[src/rtl/i2cs_pkg.sv]
package i2cs_pkg;

    typedef enum logic [2:0] {
        ST_IDLE,
        ST_RX,
        ST_ACK,
        ST_TX,
        ST_RACK,
        ST_IGN
    } st_t;

    typedef enum logic [2:0] {
        TK_NONE,
        TK_WRITE,
        TK_READ,
        TK_GCALL,
        TK_SPENT
    } tk_t;

    typedef struct packed {
        logic start;
        logic stop;
        logic rise;
        logic fall;
        logic sda;
    } bus_ev_t;

    localparam logic [7:0] GC_ADDR  = 8'h00;
    localparam logic [7:0] GC_RESET = 8'h06;
    localparam logic [7:0] GC_QUIET = 8'h04;

    function automatic logic is_hs_code(input logic [7:0] b);
        return b[7:3] == 5'b00001;
    endfunction

endpackage

[src/rtl/i2cs_sync.sv]
module i2cs_sync #(
    parameter int STAGES = 2,
    parameter int WIDTH  = 2
) (
    input  logic             clk,
    input  logic             rst,
    input  logic [WIDTH-1:0] d,
    output logic [WIDTH-1:0] q
);
    logic [WIDTH-1:0] chain [STAGES];

    generate
        for (genvar s = 0; s < STAGES; s++) begin : g_stage
            always_ff @(posedge clk) begin
                if (rst) chain[s] <= '1;
                else if (s == 0) chain[s] <= d;
                else chain[s] <= chain[(s == 0) ? 0 : s - 1];
            end
        end
    endgenerate

    assign q = chain[STAGES-1];
endmodule

[src/rtl/i2cs_cond.sv]
module i2cs_cond
    import i2cs_pkg::*;
(
    input  logic    clk,
    input  logic    rst,
    input  logic    scl_s,
    input  logic    sda_s,
    output bus_ev_t ev
);
    logic scl_q, sda_q;

    always_ff @(posedge clk) begin
        if (rst) begin
            scl_q <= 1'b1;
            sda_q <= 1'b1;
        end else begin
            scl_q <= scl_s;
            sda_q <= sda_s;
        end
    end

    always_comb begin
        ev.start = scl_s & scl_q & sda_q & ~sda_s;
        ev.stop  = scl_s & scl_q & ~sda_q & sda_s;
        ev.rise  = scl_s & ~scl_q;
        ev.fall  = ~scl_s & scl_q;
        ev.sda   = sda_s;
    end
endmodule

[src/rtl/i2cs_engine.sv]
module i2cs_engine
    import i2cs_pkg::*;
#(
    parameter logic [6:0] SLAVE_ADDR = 7'b1001000,
    parameter int         OUT_W      = 16
) (
    input  logic             clk,
    input  logic             rst,
    input  bus_ev_t          ev,
    input  logic [OUT_W-1:0] out_reg,
    input  logic [7:0]       cfg_reg,
    output logic             sda_oe,
    output logic             cfg_wr,
    output logic [7:0]       cfg_wdata,
    output logic             rst_req,
    output logic             hs_mode
);
    localparam int OUT_BYTES = OUT_W / 8;
    localparam int IDX_MAX   = OUT_BYTES + 1;
    localparam int IDX_W     = $clog2(IDX_MAX + 1);

    st_t              st;
    tk_t              tk;
    logic [3:0]       cnt;
    logic [7:0]       sh;
    logic             first;
    logic [IDX_W-1:0] rd_idx;
    logic [7:0]       rd_byte;

    // decision for the byte just shifted in
    logic ack_now, wr_now, gc_rst_now, hs_now;
    tk_t  tk_next;

    always_comb begin
        rd_byte = 8'hFF;
        for (int i = 0; i < OUT_BYTES; i++)
            if (rd_idx == IDX_W'(i)) rd_byte = out_reg[OUT_W-1-8*i -: 8];
        if (rd_idx == IDX_W'(OUT_BYTES)) rd_byte = cfg_reg;
    end

    always_comb begin
        ack_now    = 1'b0;
        wr_now     = 1'b0;
        gc_rst_now = 1'b0;
        hs_now     = 1'b0;
        tk_next    = TK_SPENT;
        if (first) begin
            if (sh[7:1] == SLAVE_ADDR) begin
                ack_now = 1'b1;
                tk_next = sh[0] ? TK_READ : TK_WRITE;
            end else if (sh == GC_ADDR) begin
                ack_now = 1'b1;
                tk_next = TK_GCALL;
            end else if (is_hs_code(sh)) begin
                hs_now = 1'b1;
            end
        end else begin
            case (tk)
                TK_WRITE: begin
                    ack_now = 1'b1;
                    wr_now  = 1'b1;
                end
                TK_GCALL: begin
                    ack_now    = (sh == GC_RESET) || (sh == GC_QUIET);
                    gc_rst_now = (sh == GC_RESET);
                end
                default: ;
            endcase
        end
    end

    always_ff @(posedge clk) begin
        if (rst) begin
            st        <= ST_IDLE;
            tk        <= TK_NONE;
            cnt       <= '0;
            sh        <= '0;
            first     <= 1'b0;
            rd_idx    <= '0;
            sda_oe    <= 1'b0;
            cfg_wr    <= 1'b0;
            cfg_wdata <= '0;
            rst_req   <= 1'b0;
            hs_mode   <= 1'b0;
        end else begin
            cfg_wr  <= 1'b0;
            rst_req <= 1'b0;
            if (ev.stop) begin
                st      <= ST_IDLE;
                sda_oe  <= 1'b0;
                hs_mode <= 1'b0;
            end else if (ev.start) begin
                st     <= ST_RX;
                tk     <= TK_NONE;
                cnt    <= '0;
                first  <= 1'b1;
                sda_oe <= 1'b0;
            end else begin
                case (st)
                    ST_RX: begin
                        if (ev.rise && cnt < 4'd8) begin
                            sh  <= {sh[6:0], ev.sda};
                            cnt <= cnt + 4'd1;
                        end else if (ev.fall && cnt == 4'd8) begin
                            sda_oe    <= ack_now;
                            st        <= ST_ACK;
                            first     <= 1'b0;
                            tk        <= tk_next;
                            cfg_wr    <= wr_now;
                            cfg_wdata <= sh;
                            rst_req   <= gc_rst_now;
                            rd_idx    <= '0;
                            if (hs_now) hs_mode <= 1'b1;
                        end
                    end
                    ST_ACK: begin
                        if (ev.fall) begin
                            cnt    <= '0;
                            sda_oe <= 1'b0;
                            if (!sda_oe) begin
                                st <= ST_IGN;
                            end else if (tk == TK_READ) begin
                                st     <= ST_TX;
                                sh     <= rd_byte;
                                sda_oe <= ~rd_byte[7];
                                if (rd_idx != IDX_W'(IDX_MAX)) rd_idx <= rd_idx + 1'b1;
                            end else begin
                                st <= ST_RX;
                            end
                        end
                    end
                    ST_TX: begin
                        if (ev.rise) begin
                            cnt <= cnt + 4'd1;
                        end else if (ev.fall) begin
                            if (cnt == 4'd8) begin
                                sda_oe <= 1'b0;
                                st     <= ST_RACK;
                            end else begin
                                sh     <= {sh[6:0], 1'b1};
                                sda_oe <= ~sh[6];
                            end
                        end
                    end
                    ST_RACK: begin
                        if (ev.rise) begin
                            if (ev.sda) st <= ST_IGN;
                        end else if (ev.fall) begin
                            cnt    <= '0;
                            st     <= ST_TX;
                            sh     <= rd_byte;
                            sda_oe <= ~rd_byte[7];
                            if (rd_idx != IDX_W'(IDX_MAX)) rd_idx <= rd_idx + 1'b1;
                        end
                    end
                    default: ;
                endcase
            end
        end
    end
endmodule

[src/rtl/i2cs_top.sv]
module i2cs_top
    import i2cs_pkg::*;
#(
    parameter logic [6:0] SLAVE_ADDR  = 7'b1001000,
    parameter int         SYNC_STAGES = 2,
    parameter int         OUT_W       = 16
) (
    input  logic             clk,
    input  logic             rst,
    input  logic             scl_i,
    input  logic             sda_i,
    output logic             sda_oe,
    input  logic [OUT_W-1:0] out_reg,
    input  logic [7:0]       cfg_reg,
    output logic             cfg_wr,
    output logic [7:0]       cfg_wdata,
    output logic             rst_req,
    output logic             hs_mode
);
    logic    scl_s, sda_s, stop_det;
    bus_ev_t ev;

    i2cs_sync #(.STAGES(SYNC_STAGES), .WIDTH(2)) u_sync (
        .clk(clk), .rst(rst), .d({scl_i, sda_i}), .q({scl_s, sda_s})
    );

    i2cs_cond u_cond (
        .clk(clk), .rst(rst), .scl_s(scl_s), .sda_s(sda_s), .ev(ev)
    );

    assign stop_det = ev.stop;

    i2cs_engine #(.SLAVE_ADDR(SLAVE_ADDR), .OUT_W(OUT_W)) u_eng (
        .clk(clk), .rst(rst), .ev(ev), .out_reg(out_reg), .cfg_reg(cfg_reg),
        .sda_oe(sda_oe), .cfg_wr(cfg_wr), .cfg_wdata(cfg_wdata),
        .rst_req(rst_req), .hs_mode(hs_mode)
    );
endmodule

[config.mk]
export PLATFORM = sky130hd
export DESIGN_NAME = i2cs_top
export DESIGN_NICKNAME = d
export VERILOG_FILES = /design/src/rtl/i2cs_pkg.sv /design/src/rtl/i2cs_sync.sv /design/src/rtl/i2cs_cond.sv /design/src/rtl/i2cs_engine.sv /design/src/rtl/i2cs_top.sv
export SDC_FILE = /design/constraint.sdc
export NUM_CORES = 1
export LEC_CHECK = 0
export CORE_MARGIN = 2
export CORE_UTILIZATION = 55
export CTS_BUF_LIST = sky130_fd_sc_hd__clkbuf_8
export DETAILED_ROUTE_END_ITERATION = 12
export PLACE_DENSITY = 0.85
export REMOVE_ABC_BUFFERS = 1
export SETUP_SLACK_MARGIN = 0.05
export SYNTH_ARGS = -nofsm -noshare
export SYNTH_HDL_FRONTEND = slang
export SYNTH_SLANG_ARGS = --single-unit
export TNS_END_PERCENT = 1
[constraint.sdc]
create_clock -name clk -period 2.5 [get_ports clk]
set_input_delay 0.25 -clock clk [delete_from_list [all_inputs] [get_ports clk]]
set_output_delay 0.25 -clock clk [all_outputs]
set_load 0.005 [all_outputs]
==> results summary <==
The initial antenna violation count came out at 0. The hold buffer count at CTS is 0. The post-route clock skew came out at approximately 0.0033 ns.

The core region is between 4000 and 5000 sq um. The simple-gate area share of the yosys netlist came out at approximately 28%. The measured slew at the worst slew-check pin came out at ~0.58 ns. The number of remaining DRC errors came out at 0.

The number of cells on the critical path is 5. The tree is rooted in a sky130_fd_sc_hd__clkbuf_8. Across all layers, the routed design uses roughly 2200 vias.

The HPWL after detailed placement came out at ~4.4 mm. The areal power density over the cells came out at about 460 nW/um^2. The cell-internal power came out at between 1 and 1.5 mW. The leakage power figure came out at between 1 and 1.5 nW. The depth of the CTS H-tree came out at 2. For this design the total switching power over the nets is roughly 0.29 mW. The number of nets in the finished design is about 350.

The relative contribution of combinational cells to total power is between 10% and 20%. The floorplan step set the die width to about 70 um. Detailed routing placed a total of between 300 and 400 um of wire on met3.

The synthesized instance count is approximately 280. The highest metal layer used by the detailed router is met4. The via count of the first global-routing pass is slightly above 2000. The weighted congestion reported at the end of routability-driven placement is 0.882.

In this run, CTS created clock tree buffers numbering 5. The net switching share of the total power came out at a little over a fifth. The clock sink total came out at 39. The portion of the post-synthesis area used by sequential elements is about a third. Wire segments on met2 add up to about 2.7 mm in the final route. The data arrival time at the worst-slack endpoint is 2.31 ns. The count of buffers added on input and output ports is 39.

The number of pins with negative max-slew slack in the final report came to 0. The first-pass detailed-route iteration total is 6. The clock insertion delay at the later pin of the skew report came out at around 0.29 ns. The fraction of the cycle the final worst path needs came out at a little over four fifths. The setup path with the least slack is of type register to register. The fill cell total of the finished layout came out at ~340. The worst hold path belongs to the class register to register. The synthesis-to-finish area growth is 23.0%. IR analysis of the VDD net gives a maximum drop of approximately 0.37 mV. The number of enable-type register cells in the synthesized netlist came out at 0. Counting both buffers and inverters, the worst setup path holds a total of 1. The async set-or-reset flop fraction in the synthesized netlist came out at 0%. The total count of hold-check failures in the final report is 0. The share of total power dissipated in sequential elements is between 40% and 50%. TritonCTS built the clock tree. The floorplan die height came out at 68.9 um.

Of the total synthesized cell area, the portion taken by XOR and XNOR cells is less than 1%. The maximum clock path buffer count came out at 2. The overall global routing resource usage is between 20% and 30%. The first-pass GRT wire length came out at about 9.5 mm. The maximum achievable frequency came out at about 480 MHz.

Setup repair after global routing left no endpoint under its margin. The final core area utilization is between 70% and 80%. Wires add up to between 5 and 6 mm.

The count of cells resized by post-cts repair is 0. The peak per-stage delay on the critical path is between 0.6 and 0.7 ns. The final antenna-violating net count is 0.

The wire length on met1 came out at about 2.6 mm. The critical path goes through inv_1 -> nor4b_1 -> a221oi_1 -> or3_1 -> a21boi_1. Summing the areas of all compound-gate instances in the mapped netlist gives between 20% and 30% of the synthesized area. The area of the mapped netlist came out at roughly 2300 sq um. Headroom to the max-slew limit came out at between 60% and 70%. The max-capacitance violation count came out at 0.

The multiplexer area fraction after synthesis came out at under 10%. The total of warnings raised by yosys is 0. In this run the worst path has a maximum fanout of 15.

STA classifies the critical path endpoint as a register. The fraction of final layout cells with drive strength greater than 1 came out at around 7.9%. The post-synthesis sequential element count came out at 39. The initial core utilization came out at 57.5%.

The clock period could shrink to around 2.1 ns. Clock-pin slew was measured on the worst setup and hold paths at approximately 0.070 ns. The hold path depth came out at 1. The combinational family with the most area after synthesis is simple AND/OR/NAND/NOR gates. The share of total power in the clock network is between 40 and 50%. The average size of a mapped cell came out at roughly 8.3 sq um. The repair_antennas step left the layout with diodes totalling 0. The flow ran to the end, and the final reports show no timing, DRC or antenna violations. In this run the count of I/O pins placed on the die edge is 40. The post-CTS repair timing setup buffer count came out at 0. The required time of the critical path came out at between 2 and 3 ns. Counting cells, the worst reg-to-reg path comes to 5. After detailed routing, the average wire length per cell comes to roughly 16 um. The full die area is 4740 sq um. The largest net degree at the start of global routing is 21. Grouping stages by cell kind, the critical path spends the most delay in simple AND/OR/NAND/NOR gates.

The overflow left after global routing came out at 0. The number of distinct library cells after synthesis came out at 50. The most used flip-flop cell after synthesis is sky130_fd_sc_hd__dfxtp_1. The count of standard-cell rows came out at 23.

The largest individual stage delay along the critical path comes from the cell sky130_fd_sc_hd__dfxtp_1. The number of failing setup endpoints in the final timing report is 0. The average vias per placed instance is ~6.

The detailed router's first-iteration violation count came out at 196. The startpoint kind of the worst setup timing path is a register. The synthesized netlist devotes ~5% of its cell area to adder and majority cells. The summed negative setup slack over all endpoints came out at 0 ns.
area by class of cell:
type                            count  area (sq um)  area share, %
Clock buffer                        6          82.6           2.90
Clock inverter                      2          35.0           1.23
Inverter                           12          45.0           1.58
Multi-Input combinational cell    212          1410           49.4
Sequential cell                    39           781           27.4
Tap cell                           50          62.6           2.20
Timing Repair Buffer               45           435           15.3
synthesized netlist by cell type, drive strengths merged (2+ instances only):
| library cell | count | area, sq um |
|---|---|---|
| o21ai | 7 | 35.0 |
| a22oi | 2 | 15.0 |
| o211ai | 8 | 60.1 |
| nand3 | 8 | 40.0 |
| o21a | 2 | 15.0 |
| a21o | 2 | 15.0 |
| a21oi | 7 | 35.0 |
| clkbuf | 7 | 26.3 |
| nand4 | 5 | 31.3 |
| inv | 12 | 45.0 |
| nand2 | 20 | 75.1 |
| dfxtp | 39 | 781 |
| a31oi | 2 | 12.5 |
| or2 | 6 | 37.5 |
| a211o | 2 | 17.5 |
| a32oi | 2 | 17.5 |
| ha | 9 | 113 |
| and2 | 7 | 43.8 |
| nor2 | 23 | 86.3 |
| or3 | 2 | 12.5 |
| buf | 8 | 56.3 |
| o22ai | 15 | 93.8 |
| nand2b | 16 | 100 |
| o2111ai | 10 | 87.6 |
| a221oi | 2 | 17.5 |
| a32o | 2 | 20.0 |
| nand3b | 2 | 15.0 |
| nor2b | 9 | 56.3 |
| nor3 | 12 | 65.1 |
| nor3b | 5 | 42.5 |
| a21boi | 2 | 15.0 |
| mux2i | 10 | 100 |
worst reg2reg max path: stages (launching register included):
cell and delay [ns]:
sky130_fd_sc_hd__dfxtp_1 0.65, sky130_fd_sc_hd__inv_1 0.21, sky130_fd_sc_hd__nor4b_1 0.54, sky130_fd_sc_hd__a221oi_1 0.16, sky130_fd_sc_hd__or3_1 0.34, sky130_fd_sc_hd__a21boi_1 0.12
power groups by stage:
stage | clock network (mW) | logic (mW) | registers (mW)
floorplan | 0 | 0.0596 | 0.651
global placement | 0 | 0.131 | 0.654
detailed placement | 0 | 0.134 | 0.654
CTS | 0.543 | 0.135 | 0.640
global route | 0.570 | 0.146 | 0.641
finish | 0.536 | 0.136 | 0.640
layout by cell type (no fill, tap or decap), types with 4 or more instances in the layout:
cell	instances
sky130_fd_sc_hd__a21oi_1	7
sky130_fd_sc_hd__nand2b_1	16
sky130_fd_sc_hd__clkdlybuf4s50_1	39
sky130_fd_sc_hd__o211ai_1	8
sky130_fd_sc_hd__and2_1	7
sky130_fd_sc_hd__nand4_1	5
sky130_fd_sc_hd__mux2i_1	10
sky130_fd_sc_hd__inv_1	12
sky130_fd_sc_hd__buf_4	6
sky130_fd_sc_hd__o22ai_1	15
sky130_fd_sc_hd__nor3b_1	4
sky130_fd_sc_hd__o2111ai_1	10
sky130_fd_sc_hd__or2_2	6
sky130_fd_sc_hd__ha_1	9
sky130_fd_sc_hd__nor3_1	11
sky130_fd_sc_hd__clkbuf_8	6
sky130_fd_sc_hd__nor2_1	23
sky130_fd_sc_hd__nand3_1	8
sky130_fd_sc_hd__dfxtp_1	39
sky130_fd_sc_hd__o21ai_0	7
sky130_fd_sc_hd__nand2_1	20
sky130_fd_sc_hd__nor2b_1	9
sequential cells by signal, indices dropped and copies added, names as in the netlist, 2 cells and up:
signal	count
u_eng.cfg_wdata	8
u_eng.cnt	4
u_eng.rd_idx	2
u_eng.sh	8
u_eng.st	3
u_eng.tk	3
u_sync.chain	4
per-stage QoR:
step	hold slack [ns]	worst slack (ns)	cell area [sq um]	total power [mW]	instances
2_1_floorplan	0.319	0.539	2230	0.711	263
5_1_grt	0.431	0.283	2850	1.36	366
4_1_cts	0.420	0.443	2850	1.32	366
3_5_place_dp	0.402	0.464	2730	0.788	358
3_3_place_gp	0.392	0.379	2730	0.785	358
6_report	0.417	0.413	2850	1.31	366
metal layers:
metal  GRT usage [%]  vias up
met5               0        -
met3            5.52       11
met4            8.58        0
met2            42.9       86
li1                -     1085
met1            35.7     1037
kinds of logic after synthesis:
| family | after synthesis |
|---|---|
| simple gates | 120 |
| buf+inv | 27 |
| flops | 39 |
| xor+xnor | 1 |
| mux | 11 |
| compound gates | 71 |
| fa+ha+maj | 9 |
path summary, 6_finish.rpt:
kind                      start                  to  slack (ns)
max                 u_eng.st[0]         u_eng.st[2]        0.41
min          u_sync.chain[0][1]  u_sync.chain[1][1]        0.42
max reg2reg         u_eng.st[0]         u_eng.st[2]        0.41
min reg2reg  u_sync.chain[0][1]  u_sync.chain[1][1]        0.42
No activity file was read; power rests on OpenSTA's default activity.
